$ cat src/rtl/cal_sched_pkg.sv
package cal_sched_pkg;
  parameter int CAL_INT_W = 4;
  parameter int CAL_LEN_W = 6;

  typedef enum logic {
    WIN_IDLE = 1'b0,
    WIN_OPEN = 1'b1
  } win_state_e;
endpackage

$ cat src/rtl/cal_tick_counter.sv
module cal_tick_counter #(
  parameter int INT_W = 4
) (
  input  logic             clk,
  input  logic             rst_n,
  input  logic             en,
  input  logic             tick,
  input  logic             busy,
  input  logic             win_done,
  input  logic [INT_W-1:0] interval,
  output logic             fire
);
  logic [INT_W-1:0] tick_cnt;
  logic             tick_ok;

  // Minus-one encoding: counter equal to the field means N+1 ticks seen.
  function automatic logic interval_reached(input logic [INT_W-1:0] cnt,
                                            input logic [INT_W-1:0] lim);
    return cnt >= lim;
  endfunction

  assign tick_ok = en & tick & ~busy;
  assign fire    = tick_ok & interval_reached(tick_cnt, interval);

  always_ff @(posedge clk) begin
    if (!rst_n) begin
      tick_cnt <= '0;
    end else if (!en || win_done || fire) begin
      tick_cnt <= '0;
    end else if (tick_ok) begin
      tick_cnt <= tick_cnt + 1'b1;
    end
  end
endmodule

$ cat src/rtl/cal_window_timer.sv
module cal_window_timer
  import cal_sched_pkg::*;
#(
  parameter int LEN_W = 6
) (
  input  logic             clk,
  input  logic             rst_n,
  input  logic             en,
  input  logic             start,
  input  logic [LEN_W-1:0] len_raw,
  input  logic [LEN_W-1:0] off_raw,
  output logic             active,
  output logic             last,
  output logic [LEN_W-1:0] idx,
  output logic [LEN_W-1:0] len_q,
  output logic [LEN_W-1:0] off_q
);
  win_state_e state;

  function automatic logic [LEN_W-1:0] eff_len(input logic [LEN_W-1:0] l);
    return (l == '0) ? {{(LEN_W-1){1'b0}}, 1'b1} : l;
  endfunction

  assign active = (state == WIN_OPEN);
  assign last   = active && (idx == len_q - 1'b1);

  always_ff @(posedge clk) begin
    if (!rst_n) begin
      state <= WIN_IDLE;
      idx   <= '0;
      len_q <= {{(LEN_W-1){1'b0}}, 1'b1};
      off_q <= '0;
    end else begin
      case (state)
        WIN_IDLE: begin
          if (start) begin
            state <= WIN_OPEN;
            idx   <= '0;
            len_q <= eff_len(len_raw);
            off_q <= off_raw;
          end
        end
        WIN_OPEN: begin
          if (!en || last) begin
            state <= WIN_IDLE;
            idx   <= '0;
          end else begin
            idx <= idx + 1'b1;
          end
        end
        default: state <= WIN_IDLE;
      endcase
    end
  end
endmodule

$ cat src/rtl/cal_strobe_gen.sv
module cal_strobe_gen #(
  parameter int LEN_W = 6
) (
  input  logic             en,
  input  logic             active,
  input  logic             last,
  input  logic [LEN_W-1:0] idx,
  input  logic [LEN_W-1:0] len_q,
  input  logic [LEN_W-1:0] off_q,
  output logic             block,
  output logic             cmd_stb,
  output logic             data_stb
);
  function automatic logic cmd_due(input logic [LEN_W-1:0] i,
                                   input logic [LEN_W-1:0] off,
                                   input logic [LEN_W-1:0] len);
    return (i == off) && (off < len);
  endfunction

  assign block    = active & en;
  assign cmd_stb  = block & cmd_due(idx, off_q, len_q);
  assign data_stb = block & last;
endmodule

$ cat src/rtl/cal_window_sched.sv
module cal_window_sched
  import cal_sched_pkg::*;
#(
  parameter int INT_W = CAL_INT_W,
  parameter int LEN_W = CAL_LEN_W
) (
  input  logic             clk,
  input  logic             rst_n,
  input  logic             maint_tick,
  input  logic             cfg_enable,
  input  logic [INT_W-1:0] cfg_interval,
  input  logic [LEN_W-1:0] cfg_length,
  input  logic [LEN_W-1:0] cfg_cmd_offset,
  output logic             block_all,
  output logic             cmd_cal_stb,
  output logic             data_cal_stb
);
  logic             win_fire;
  logic             win_active;
  logic             win_last;
  logic [LEN_W-1:0] win_idx;
  logic [LEN_W-1:0] win_len;
  logic [LEN_W-1:0] win_off;

  cal_tick_counter #(.INT_W(INT_W)) u_ticks (
    .clk      (clk),
    .rst_n    (rst_n),
    .en       (cfg_enable),
    .tick     (maint_tick),
    .busy     (win_active),
    .win_done (win_last),
    .interval (cfg_interval),
    .fire     (win_fire)
  );

  cal_window_timer #(.LEN_W(LEN_W)) u_timer (
    .clk     (clk),
    .rst_n   (rst_n),
    .en      (cfg_enable),
    .start   (win_fire),
    .len_raw (cfg_length),
    .off_raw (cfg_cmd_offset),
    .active  (win_active),
    .last    (win_last),
    .idx     (win_idx),
    .len_q   (win_len),
    .off_q   (win_off)
  );

  cal_strobe_gen #(.LEN_W(LEN_W)) u_stb (
    .en       (cfg_enable),
    .active   (win_active),
    .last     (win_last),
    .idx      (win_idx),
    .len_q    (win_len),
    .off_q    (win_off),
    .block    (block_all),
    .cmd_stb  (cmd_cal_stb),
    .data_stb (data_cal_stb)
  );
endmodule

$ cat config.mk
export PLATFORM = sky130hd
export DESIGN_NAME = cal_window_sched
export DESIGN_NICKNAME = d
export VERILOG_FILES = /design/src/rtl/cal_sched_pkg.sv /design/src/rtl/cal_tick_counter.sv /design/src/rtl/cal_window_timer.sv /design/src/rtl/cal_strobe_gen.sv /design/src/rtl/cal_window_sched.sv
export SDC_FILE = /design/constraint.sdc
export NUM_CORES = 1
export LEC_CHECK = 0
export BUFFER_PORTS_ARGS = -buffer_cell sky130_fd_sc_hd__buf_2
export CAP_MARGIN = 25
export CORE_UTILIZATION = 60
export CTS_CLUSTER_DIAMETER = 200
export DETAILED_ROUTE_END_ITERATION = 6
export PLACE_DENSITY = 0.84
export SYNTH_ARGS = -nofsm -noshare
export SYNTH_HDL_FRONTEND = slang
export SYNTH_SLANG_ARGS = --single-unit
$ cat constraint.sdc
create_clock -name clk -period 5.4 [get_ports clk]
set_input_delay 0.54 -clock clk [delete_from_list [all_inputs] [get_ports clk]]
set_output_delay 0.54 -clock clk [all_outputs]
set_load 0.01 [all_outputs]
Yosys cells after proc, flatten, opt, wreduce, memory -nomap -nowiden
Index checks and enable logic that the tools add are counted.
Cells by class
  add/subtract/negate cells: 3
  $mul: 0
  div/mod/pow operators: 0
  order comparisons: 2
  equal/unequal tests: 3
  shift-type cells: 0
  muxes and demuxes: 7
  bitwise gates (word level): 8
  reduce and logical (&&, ||, !) cells: 8
Operators by type and width (number)
  2-to-1 mux 6 bit: 3
  equality test 6 bit: 2
  case mux 6 bit (2 select lines): 1
  adder 6 x 1 -> 6 bit, second input constant: 1
  AND 1 bit: 6
  logical NOT 6 bit: 1
  less-than comparator 6 bit: 1
  subtractor 6 x 1 -> 6 bit, second input constant: 1
  adder 4 x 1 -> 4 bit, second input constant: 1
  >= comparator 4 bit: 1
  logical AND 1 bit: 2
  logical OR 1 bit: 2
  2-to-1 mux 1 bit: 2
  != test 2 x 1 -> 1 bit, second input constant: 1
  inverter 1 bit: 2
  case mux 1 bit (2 select lines): 1
  AND reduction 2 bit: 1
  OR reduction 2 bit: 1
  logical NOT 1 bit: 1
Word-level totals
  register bits: 23
  latch bits: 0
  RAM bits: 0
  bits in read-only memories: 0
  bits of input ports: 20
  memories: 0

Depth between registers and ports, before layout
Gate-level depths: netlist (run 1).
  depth after elaboration: 6
  depth in mapped cells: 8
  gate-level depth less buffers: 7

Modules after synthesis
From an unflattened synthesis (run 1), not the netlist that was laid out.
Second synthesis, totals
  cells, all modules: 186
  area total of the unflattened synthesis: 1508.9 µm²
Modules (own cells, without submodules)
  cal_window_timer: instances 1, cells each 119, area an instance 967.2 µm², sequential area each 380.4 µm²
  cal_tick_counter: instances 1, cells each 40, area an instance 334.1 µm², sequential area each 80.1 µm²
  cal_strobe_gen: instances 1, cells each 27, area an instance 207.7 µm², sequential area each 0.0 µm²

Worst setup path after synthesis (run 1)
Ideal clock, no wire load.
  path kind: reg2out
  start: register u_timer.len_q[0]
  end: output data_cal_stb
  arrival time: 1874 ps
  path slack: 2986 ps
  stages on the path, launching flop included: 7
  buffers on the path: 0
  cell sequence: dfxtp_1 inv_1 ha_1 xor2_1 o2111ai_1 or4b_4 nor3_1
Between the ends
  longest elaborated chain between the ends: 4
Ends and longest elaborated chain
  start, declared: line cal_window_timer.sv:15  | output logic [LEN_W-1:0] len_q,
  start signal, assigned: line cal_window_timer.sv:31  | len_q <= {{(LEN_W-1){1'b0}}, 1'b1};
  start signal, assigned: line cal_window_timer.sv:39  | len_q <= eff_len(len_raw);
  subtractor 6 x 1 -> 6 bit: line cal_window_timer.sv:25  | assign last = active && (idx == len_q - 1'b1);
  equality test 6 bit: line cal_window_timer.sv:25
  logical AND 1 bit: line cal_window_timer.sv:25
  AND 1 bit: line cal_strobe_gen.sv:22  | assign data_stb = block & last;
  end, declared: line cal_window_sched.sv:16  | output logic data_cal_stb
Every way passes these cells.

Final worst setup path (run 1)
Same ends and word-level chain as after synthesis.

==> flow_metrics.tcl, run 1 <==
set metrics [dict create \
    outcome "finished clean" \
    async_flop_share_pct 0 \
    yosys_reg_bits 23 \
    drt-total-wl_um 3306 \
    detailedRoute.firstPassIterationCount 4 \
    global_route.usage.met2_pct 47.65 \
    critical-path-max-stage-delay_ns 0.58 \
    netSwitchingPower_mw 0.07298 \
    route.vias.total 1342 \
    dieArea_um2 2698 \
    mostFrequentLayoutCell "dfxtp_1" \
    worstMarginPinSlew_ns 1.006 \
    syn_inst 182 \
    seqPwrFrac_pct 60.9 \
    gr-usage-met1_pct 35.24 \
    cp.required_ns 4.86 \
    report.final.hold_viol_count 0 \
    maximum_number_of_pins_on_one_net_before_global_route_repair 18 \
    final.min_clock_period_ns 2.932 \
    report.final.setup_viol 0 \
    maxSlewViolCount 0 \
    tritoncts "built" \
    hold_path_start "rst_n" \
    holdCritPathClass "input pin to flop" \
    period_share_pct 54.29 \
    post_synth_edffs 0 \
    placement_rows 17 \
    switch_share_pct 25.63 \
    die_width_um 51.94 \
    cts_sinks 23 \
    worst-endpoint-arrival_ns 2.39 \
    globalRouteMet3Util_pct 4.386 \
    route.detailed.drc 0 \
    yosysTopAreaCell "dfxtp_1" \
    synth.yosys.warnings 0 \
    initial_core_utilization_pct 65.75 \
    rr_startpoint "u_ticks.tick_cnt[0]" \
    cap_violations 0 \
    final_design_area_no_fill_um2 1630 \
    synth_sequential_area_ratio_pct 30.77 \
    finish.utilization_pct 71.63 \
    crit_path_start_kind "flop" \
    layout-drive-gt1-share_pct 17.59 \
    synth_top_area_share_pct 30.77 \
    grt_pass1_wl_um 5595 \
    root_buffer_cell "clkbuf_4" \
    htree_levels 1 \
    timing.final.ws_setup_ns 2.468 \
    clock_transition_at_the_registers_of_the_reported_paths_ns 0.12 \
    area_growth_pct 8.946 \
    path_delay_family "simple AND/OR/NAND/NOR gates" \
    wl_per_cell_um 14.56 \
    power_density_nw_per_um2 174.7 \
    post-place-ws_ns 2.699 \
    die_h_um 51.94 \
    timing.hold.ws_ns 0.4538 \
    cp_num_buf_inv 2 \
    post_synth_num_cell_types 37 \
    path_cells "inv_1, ha_1, xor2_1, o2111ai_1, or4b_4, nor3_1, buf_2" \
    placed_instance_area_um2 1603 \
    timing.clock.skew_ns 0.004880 \
    peakVddDrop_mv 0.1461 \
    grtUsageTotal_pct 28.17 \
    power.static_leakage_nw 0.6557 \
    dp.final_hpwl_um 2612 \
    critPathSlowestCell "or4b_4" \
    avg_cell_area_syn_um2 8.222 \
    globalRoute.totalOverflow 0 \
    cts-root-to-sink-buffers 2 \
    num_io_pins 23 \
    worst_skew_pair.late_latency_ns 0.32 \
    syn_area_um2 1496 \
    buffer_ports.inserted 22 \
    commonest_cells_after_routing_fill_and_taps_aside "23 x dfxtp_1, 22 x buf_2, 16 x inv_1, 16 x o21ai_0, 15 x a21oi_1" \
    globalplace.congestion 0.8858 \
    timing.setup.tns_ns 0 \
    tritoncts.num_buffers 3 \
    pwr-share-clk_pct 28.3 \
    synth_nets 214 \
    rsz0062_at_grt "false" \
    cts-hold-fix-buffers 0 \
    critical_path.max_fanout 6 \
    global_route.peak_usage_layer "met2" \
    critPathLaunch "u_timer.len_q[0]" \
    post_cts_resized 0 \
    postSynth.topFlopCell "dfxtp_1" \
    power.share.combinational_pct 10.8 \
    drtIter0Drc 22 \
    setup.worst_path.class "flop to output pin" \
    routed_via_density 5.912 \
    ys_top_cells_by_area "dfxtp_1 31%, ha_1 10%, o21ai_0 5.4%, a21oi_1 5.0%, nand3_1 4.7%" \
    cts_post_setup_buffers_inserted 0 \
    grt_pass1_vias 1259 \
    end_kind "output pin" \
    max-slew-margin-rel_pct 32.70 \
    max_clock_freq_ghz 0.3411 \
    fillers 181 \
    core_region_area_um2 2276 \
    design.final.nets 232 \
    antenna_found_initial 0 \
    insertedDiodeCount 0 \
    drt.antenna.violating_nets 0 \
    power.internal_mw 0.2118 \
]
-- state kept, by name, indices dropped and copies added (netlist names) --
signal and flops:
u_timer.idx 6, u_timer.len_q 6, u_timer.off_q 6, u_timer.active 1, u_ticks.tick_cnt 4
-- power by group through the flow --
| stage | combinational [mW] | clock [mW] | sequential, mW |
|---|---|---|---|
| finish | 0.0309 | 0.0805 | 0.173 |
| global route | 0.0354 | 0.0885 | 0.174 |
| CTS | 0.0308 | 0.0820 | 0.173 |
| detailed placement | 0.0305 | 0 | 0.177 |
| global placement | 0.0292 | 0 | 0.177 |
| floorplan | 0.0196 | 0 | 0.176 |
-- kinds of logic after synthesis --
family                   Yosys count  synth area share [%]
XOR/XNOR                          17                 10.45
AND/OR/NAND/NOR                   53                 19.23
multiplexers                       1                0.6689
AO/OA/AOI/OAI                     51                 22.24
flip-flops                        23                 30.77
adder cells (fa/ha/maj)           12                 10.03
buffers and inverters             25                 6.606
-- worst paths after layout --
kind | endpoint | slack, ns | depth (start not counted)
min reg2reg | u_timer.off_q[0] | 0.54 | 2
min | u_timer.len_q[0] | 0.45 | 2
max reg2reg | u_ticks.tick_cnt[1] | 2.90 | 7
max | data_cal_stb | 2.47 | 7
-- synthesized netlist by cell type, types with 2 or more instances --
cell type	count
clkbuf_1	7
xor2_1	8
o22ai_1	2
o21ai_0	16
nand4_1	2
a21o_1	3
xnor2_1	8
a21oi_1	15
o211ai_1	6
ha_1	12
or2_2	2
dfxtp_1	23
nand2b_1	2
nor2b_1	2
nor2_1	6
o2111ai_1	2
nor3_1	5
nand3_1	14
nor4_1	3
nand2_1	12
inv_1	16
-- routing by layer --
metal | vias up | part of all wire (%) | wire, µm
met5 | - | 0 | 0
met4 | 0 | 1.8 | 61
met3 | 7 | 3.4 | 113
met2 | 28 | 49 | 1608
met1 | 630 | 46 | 1522
li1 | 677 | - | -
-- cell type report --
| cell class | count | area [µm²] | share of cell area, % |
|---|---|---|---|
| flip-flops and latches | 23 | 460.4 | 28.24 |
| inverters | 16 | 60.06 | 3.684 |
| well taps | 28 | 35.03 | 2.149 |
| clock inverters | 1 | 5.005 | 0.3070 |
| multi-input cells | 134 | 937.1 | 57.48 |
| clock buffers | 3 | 22.52 | 1.381 |
| repair buffers | 22 | 110.1 | 6.754 |
-- metrics by stage --
step	std cells	power, mW
floorplan	182	0.1961
CTS	227	0.2861
global route	227	0.2975
detailed placement	223	0.2076
global placement	223	0.2062
finish	227	0.2847
Power figures use the tool's default switching activity.
==> run 2: changes to the inputs <==
--- a/config.mk
+++ b/config.mk
@@ -7,10 +7,10 @@
 export LEC_CHECK = 0
 export BUFFER_PORTS_ARGS = -buffer_cell sky130_fd_sc_hd__buf_2
 export CAP_MARGIN = 25
-export CORE_UTILIZATION = 60
+export CORE_UTILIZATION = 50
 export CTS_CLUSTER_DIAMETER = 200
 export DETAILED_ROUTE_END_ITERATION = 6
-export PLACE_DENSITY = 0.84
+export PLACE_DENSITY = 0.74
 export SYNTH_ARGS = -nofsm -noshare
 export SYNTH_HDL_FRONTEND = slang
 export SYNTH_SLANG_ARGS = --single-unit
==> constraint.sdc (replaced) <==
create_clock -name clk -period 2.4 [get_ports clk]
set_input_delay 0.24 -clock clk [delete_from_list [all_inputs] [get_ports clk]]
set_output_delay 0.24 -clock clk [all_outputs]
set_load 0.01 [all_outputs]
==> flow_metrics.tcl, run 2 (synthesis gave the netlist of run 1 again) <==
set metrics [dict create \
    grt_pass1_vias 1326 \
    power_density_nw_per_um2 377.0 \
    commonest_cells_after_routing_fill_and_taps_aside "22 x buf_2, 21 x dfxtp_1, 16 x o21ai_0" \
    cap_violations 0 \
    placement_rows 19 \
    mostFrequentLayoutCell "buf_2" \
    netSwitchingPower_mw 0.1705 \
    detailedRoute.firstPassIterationCount 5 \
    path_cells "inv_2, ha_4, xor2_1, o2111ai_1, or4b_4, nor3_4, buf_2" \
    drt-total-wl_um 3439 \
    report.final.hold_viol_count 0 \
    root_buffer_cell "clkbuf_4" \
    cts-root-to-sink-buffers 2 \
    htree_levels 1 \
    insertedDiodeCount 0 \
    route.vias.total 1380 \
    report.final.setup_viol 0 \
    cts-hold-fix-buffers 0 \
    drtIter0Drc 37 \
    final.min_clock_period_ns 2.302 \
    timing.setup.tns_ns 0 \
    placed_instance_area_um2 1637 \
    end_kind "output pin" \
    reg_top3 "u_timer.idx x6, u_timer.len_q x6, u_timer.off_q x6" \
    dp.final_hpwl_um 2589 \
    globalplace.congestion 0.8420 \
    setup.worst_path.class "flop to output pin" \
    worst-endpoint-arrival_ns 2.06 \
    worstMarginPinSlew_ns 0.5687 \
    maximum_number_of_pins_on_one_net_before_global_route_repair 18 \
    routed_via_density 5.798 \
    grtUsageTotal_pct 22.32 \
    area_growth_pct 15.13 \
    num_io_pins 23 \
    crit_path_start_kind "flop" \
    rsz0062_at_grt "true" \
    power.internal_mw 0.4790 \
    initial_core_utilization_pct 53.35 \
    path_delay_family "simple AND/OR/NAND/NOR gates" \
    cp_num_buf_inv 2 \
    layout-drive-gt1-share_pct 23.67 \
    power.static_leakage_nw 0.6934 \
    grt_pass1_wl_um 5733 \
    wl_per_cell_um 14.45 \
    post-place-ws_ns 0.1491 \
    critical-path-max-stage-delay_ns 0.53 \
    tritoncts.num_buffers 3 \
    power.share.combinational_pct 11.7 \
    switch_share_pct 26.25 \
    critPathSlowestCell "or4b_4" \
    pwr-share-clk_pct 28.5 \
    route.detailed.drc 0 \
    antenna_found_initial 0 \
    seqPwrFrac_pct 59.8 \
    cts_sinks 23 \
    outcome "finished clean" \
    die_width_um 56.71 \
    drt.antenna.violating_nets 0 \
    worst_skew_pair.late_latency_ns 0.31 \
    design.final.nets 240 \
    clock_transition_at_the_registers_of_the_reported_paths_ns 0.13 \
    peakVddDrop_mv 0.3327 \
    die_h_um 56.71 \
    max_clock_freq_ghz 0.4344 \
    max-slew-margin-rel_pct 62.09 \
    core_region_area_um2 2805 \
    dieArea_um2 3215 \
    maxSlewViolCount 0 \
    tritoncts "built" \
    period_share_pct 95.92 \
    buffer_ports.inserted 22 \
    timing.clock.skew_ns 0.004532 \
    dpl.cell_count 230 \
    holdCritPathClass "input pin to flop" \
    cp.required_ns 2.16 \
    timing.final.ws_setup_ns 0.09783 \
    globalRoute.totalOverflow 0 \
    final_design_area_no_fill_um2 1723 \
    critical_path.max_fanout 2 \
    stdcell_count 238 \
]
run 2: cell count changes in the layout (fill, tap and decap cells not counted):
cell | previous run | this run
dfxtp_4 | 0 | 1
dfxtp_2 | 0 | 1
nor3_1 | 5 | 4
inv_2 | 0 | 2
dfxtp_1 | 23 | 21
ha_4 | 0 | 1
buf_4 | 0 | 8
nor3_4 | 1 | 2
ha_1 | 12 | 11
inv_1 | 16 | 14
run 2: layer usage:
metal	share of wire (%)	vias up	GRT usage, %
li1	-	693	-
met1	46	656	31.15
met2	49	29	36.39
met3	3.8	2	3.456
met4	0.49	0	4.286
met5	0	-	0
run 2: cell type report:
class                      instances  area (µm²)
multi-input combinational        134       960.9
fill                             241        1082
sequential                        23       465.4
clock buffer                       3       22.52
clock inverter                     1       5.005
inverter                          16       60.06
tap                               31       38.79
timing repair buffer              30       170.2
run 2: worst paths after layout:
| path | depth (start not counted) | endpoint | slack (ns) | startpoint |
|---|---|---|---|---|
| worst min-delay path | 2 | u_timer.len_q[0] | 0.16 | rst_n |
| worst min register to register | 2 | u_timer.off_q[5] | 0.52 | u_timer.off_q[5] |
| worst max-delay path | 7 | data_cal_stb | 0.1 | u_timer.len_q[0] |
| worst max register to register | 9 | u_timer.idx[2] | 0.16 | u_timer.len_q[0] |
run 2: worst reg2reg max path, stage by stage, from the launching register on:
cell and delay (ns):
dfxtp_4 0.37, inv_2 0.05, ha_4 0.26, xor2_1 0.14, o2111ai_1 0.12, or4b_4 0.53
buf_4 0.16, buf_4 0.15, o21ai_4 0.22, o221ai_1 0.13
run 2: what timing repair did:
item | in CTS | in global routing
gates cloned | 0 | 0
setup endpoints to repair | 1 | 1
pin swaps | 1 | 6
setup buffers | 3 | 2
resized for setup | 4 | 4
run 2: stage by stage:
stage	power [mW]	utilization [%]	hold WS (ns)
floorplan	0.4412	-	0.3289
global placement	0.4676	58.34	0.4818
detailed placement	0.4706	58.34	0.4748
CTS	0.6438	60.48	0.1600
global route	0.6749	61.42	0.1637
finish	0.6495	61.42	0.1552
run 2: power groups by stage:
stage,Clock [mW],Sequential (mW),Combinational [mW]
2_1_floorplan,0,0.397,0.0442
3_3_place_gp,0,0.398,0.0697
3_5_place_dp,0,0.398,0.0724
6_report,0.185,0.389,0.0761
4_1_cts,0.181,0.388,0.0744
5_1_grt,0.200,0.389,0.0860
==> run 3: changes to the inputs <==
--- a/config.mk
+++ b/config.mk
@@ -7,6 +7,7 @@
 export LEC_CHECK = 0
 export BUFFER_PORTS_ARGS = -buffer_cell sky130_fd_sc_hd__buf_2
 export CAP_MARGIN = 25
+export CORE_ASPECT_RATIO = 0.6
 export CORE_UTILIZATION = 50
 export CTS_CLUSTER_DIAMETER = 200
 export DETAILED_ROUTE_END_ITERATION = 6
==> flow_metrics.tcl, run 3 (synthesis gave the netlist of run 1 again) <==
set metrics [dict create \
    cts_sinks 23 \
    grt_pass1_wl_um 5961 \
    holdCritPathClass "input pin to flop" \
    cts-root-to-sink-buffers 2 \
    tritoncts.num_buffers 3 \
    placed_instance_area_um2 1640 \
    post-place-ws_ns 0.1702 \
    path_delay_family "simple AND/OR/NAND/NOR gates" \
    buffer_ports.inserted 22 \
    antenna_found_initial 0 \
    final.min_clock_period_ns 2.270 \
    crit_path_start_kind "flop" \
    worstMarginPinSlew_ns 0.5686 \
    critical_path.max_fanout 3 \
    stdcell_count 245 \
    fillers 239 \
    insertedDiodeCount 0 \
    maxSlewViolCount 0 \
    critPathSlowestCell "or4b_4" \
    design.final.nets 238 \
    detailedRoute.firstPassIterationCount 5 \
    report.final.hold_viol_count 0 \
    globalRoute.totalOverflow 0 \
    seqPwrFrac_pct 54.5 \
    worst_skew_pair.late_latency_ns 0.27 \
    htree_levels 1 \
    globalplace.congestion 0.9093 \
    timing.final.ws_setup_ns 0.1299 \
    power.internal_mw 0.5334 \
    power.static_leakage_nw 0.6893 \
    report.final.setup_viol 0 \
    pwr-share-clk_pct 35.0 \
    drtIter0Drc 151 \
    initial_core_utilization_pct 56.20 \
    reg2reg_to "u_timer.idx[2]" \
    power_density_nw_per_um2 413.4 \
    worst-r2r-cell-count 8 \
    min_to "u_timer.len_q[0]" \
    drt.antenna.violating_nets 0 \
    max-slew-margin-rel_pct 61.70 \
    grt_pass1_vias 1240 \
    layout-drive-gt1-share_pct 21.46 \
    dp.final_hpwl_um 2718 \
    tritoncts "built" \
    cts-hold-fix-buffers 0 \
    clock_transition_at_the_registers_of_the_reported_paths_ns 0.08 \
    mostFrequentLayoutCell "buf_2" \
    wl_per_cell_um 14.62 \
    route.vias.total 1379 \
    switch_share_pct 25.00 \
    rr_startpoint "u_timer.len_q[1]" \
    rrSetupSlack_ns 0.26 \
    end_kind "output pin" \
    routed_via_density 5.629 \
    maximum_number_of_pins_on_one_net_before_global_route_repair 18 \
    cp_num_buf_inv 2 \
    outcome "finished clean" \
    reg_top3 "u_timer.idx x6, u_timer.len_q x6, u_timer.off_q x6" \
    num_io_pins 23 \
    cap_violations 0 \
    grtUsageTotal_pct 25.14 \
    die_h_um 44.38 \
    multi_input_comb_area_um2 942.2 \
    placement_rows 14 \
    max_clock_freq_ghz 0.4405 \
    critical-path-max-stage-delay_ns 0.52 \
    timing.clock.skew_ns 0.005152 \
    route.detailed.drc 0 \
    period_share_pct 94.59 \
    timing.hold.worst_path_depth 2 \
    cp.required_ns 2.16 \
    root_buffer_cell "clkbuf_8" \
    netSwitchingPower_mw 0.1778 \
    worst-endpoint-arrival_ns 2.03 \
    core_region_area_um2 2663 \
    path_cells "inv_2, ha_1, xor2_1, o2111ai_1, or4b_4, nor3_2, buf_2" \
    drt-total-wl_um 3583 \
    register_area_um2 467.9 \
    hold_path_start "rst_n" \
    commonest_cells_after_routing_fill_and_taps_aside "22 x buf_2, 21 x dfxtp_1, 16 x o21ai_0" \
    die_width_um 72.63 \
    dpl.cell_count 238 \
    dieArea_um2 3223 \
    final_design_area_no_fill_um2 1720 \
    area_growth_pct 14.97 \
    power.share.combinational_pct 10.6 \
    setup.worst_path.class "flop to output pin" \
    peakVddDrop_mv 0.3548 \
]
## run 3: stage by stage
step	setup TNS [ns]	hold WS [ns]	util, %	total power, mW
2_1_floorplan	0	0.3289	-	0.4412
3_3_place_gp	0	0.4933	61.61	0.4674
3_5_place_dp	0	0.4910	61.61	0.4706
4_1_cts	0	0.2149	63.77	0.7136
5_1_grt	-0.004954	0.2132	64.61	0.7426
6_report	0	0.2158	64.61	0.7111
## run 3: worst register-to-register path: cells and delay by family, from the launching register on
kind | cells | cell delay, ns
xor+xnor | 1 | 0.14
buf+inv | 2 | 0.24
simple gates | 1 | 0.52
flops | 1 | 0.37
fa+ha+maj | 1 | 0.28
compound gates | 3 | 0.47
## run 3: power groups by stage
stage / logic (mW) / clock network (mW) / registers (mW)
2_1_floorplan: 0.0442 / 0 / 0.397
3_3_place_gp: 0.0692 / 0 / 0.398
3_5_place_dp: 0.0721 / 0 / 0.398
4_1_cts: 0.0735 / 0.252 / 0.389
5_1_grt: 0.0846 / 0.270 / 0.388
6_report: 0.0752 / 0.249 / 0.387
## run 3: cell type report
cell class	count	share of cell area, %
sequential	23	27.20
clock buffer	4	2.618
multi-input combinational	134	54.76
tap	40	2.909
timing repair buffer	28	9.018
inverter	16	3.491
## run 3: metal layers
layer  part of all wire (%)  vias to the layer above  track usage [%]
met4                   0.95                        0            7.059
met3                    7.3                        5            6.606
met1                     48                      632            34.59
met5                      0                        -                0
met2                     44                       50            39.25
li1                       -                      692                -
## run 3: timing repair
item | CTS | global route
endpoints found under the setup margin | 1 | 1
pin swaps | 1 | 3
setup buffers | 1 | 2
resized for setup | 3 | 3
## run 3: worst max-delay path by stage
stage	startpoint	to	slack [ns]	cells past startpoint
after global placement	u_timer.len_q[0]	data_cal_stb	0.23	7
after global routing	u_timer.len_q[1]	data_cal_stb	-0.005	7
after CTS	u_timer.len_q[1]	data_cal_stb	0.0003	7
after floorplan	u_timer.len_q[0]	data_cal_stb	0.29	6
after detailed placement	u_timer.len_q[0]	data_cal_stb	0.17	7
final	u_timer.len_q[1]	data_cal_stb	0.13	7
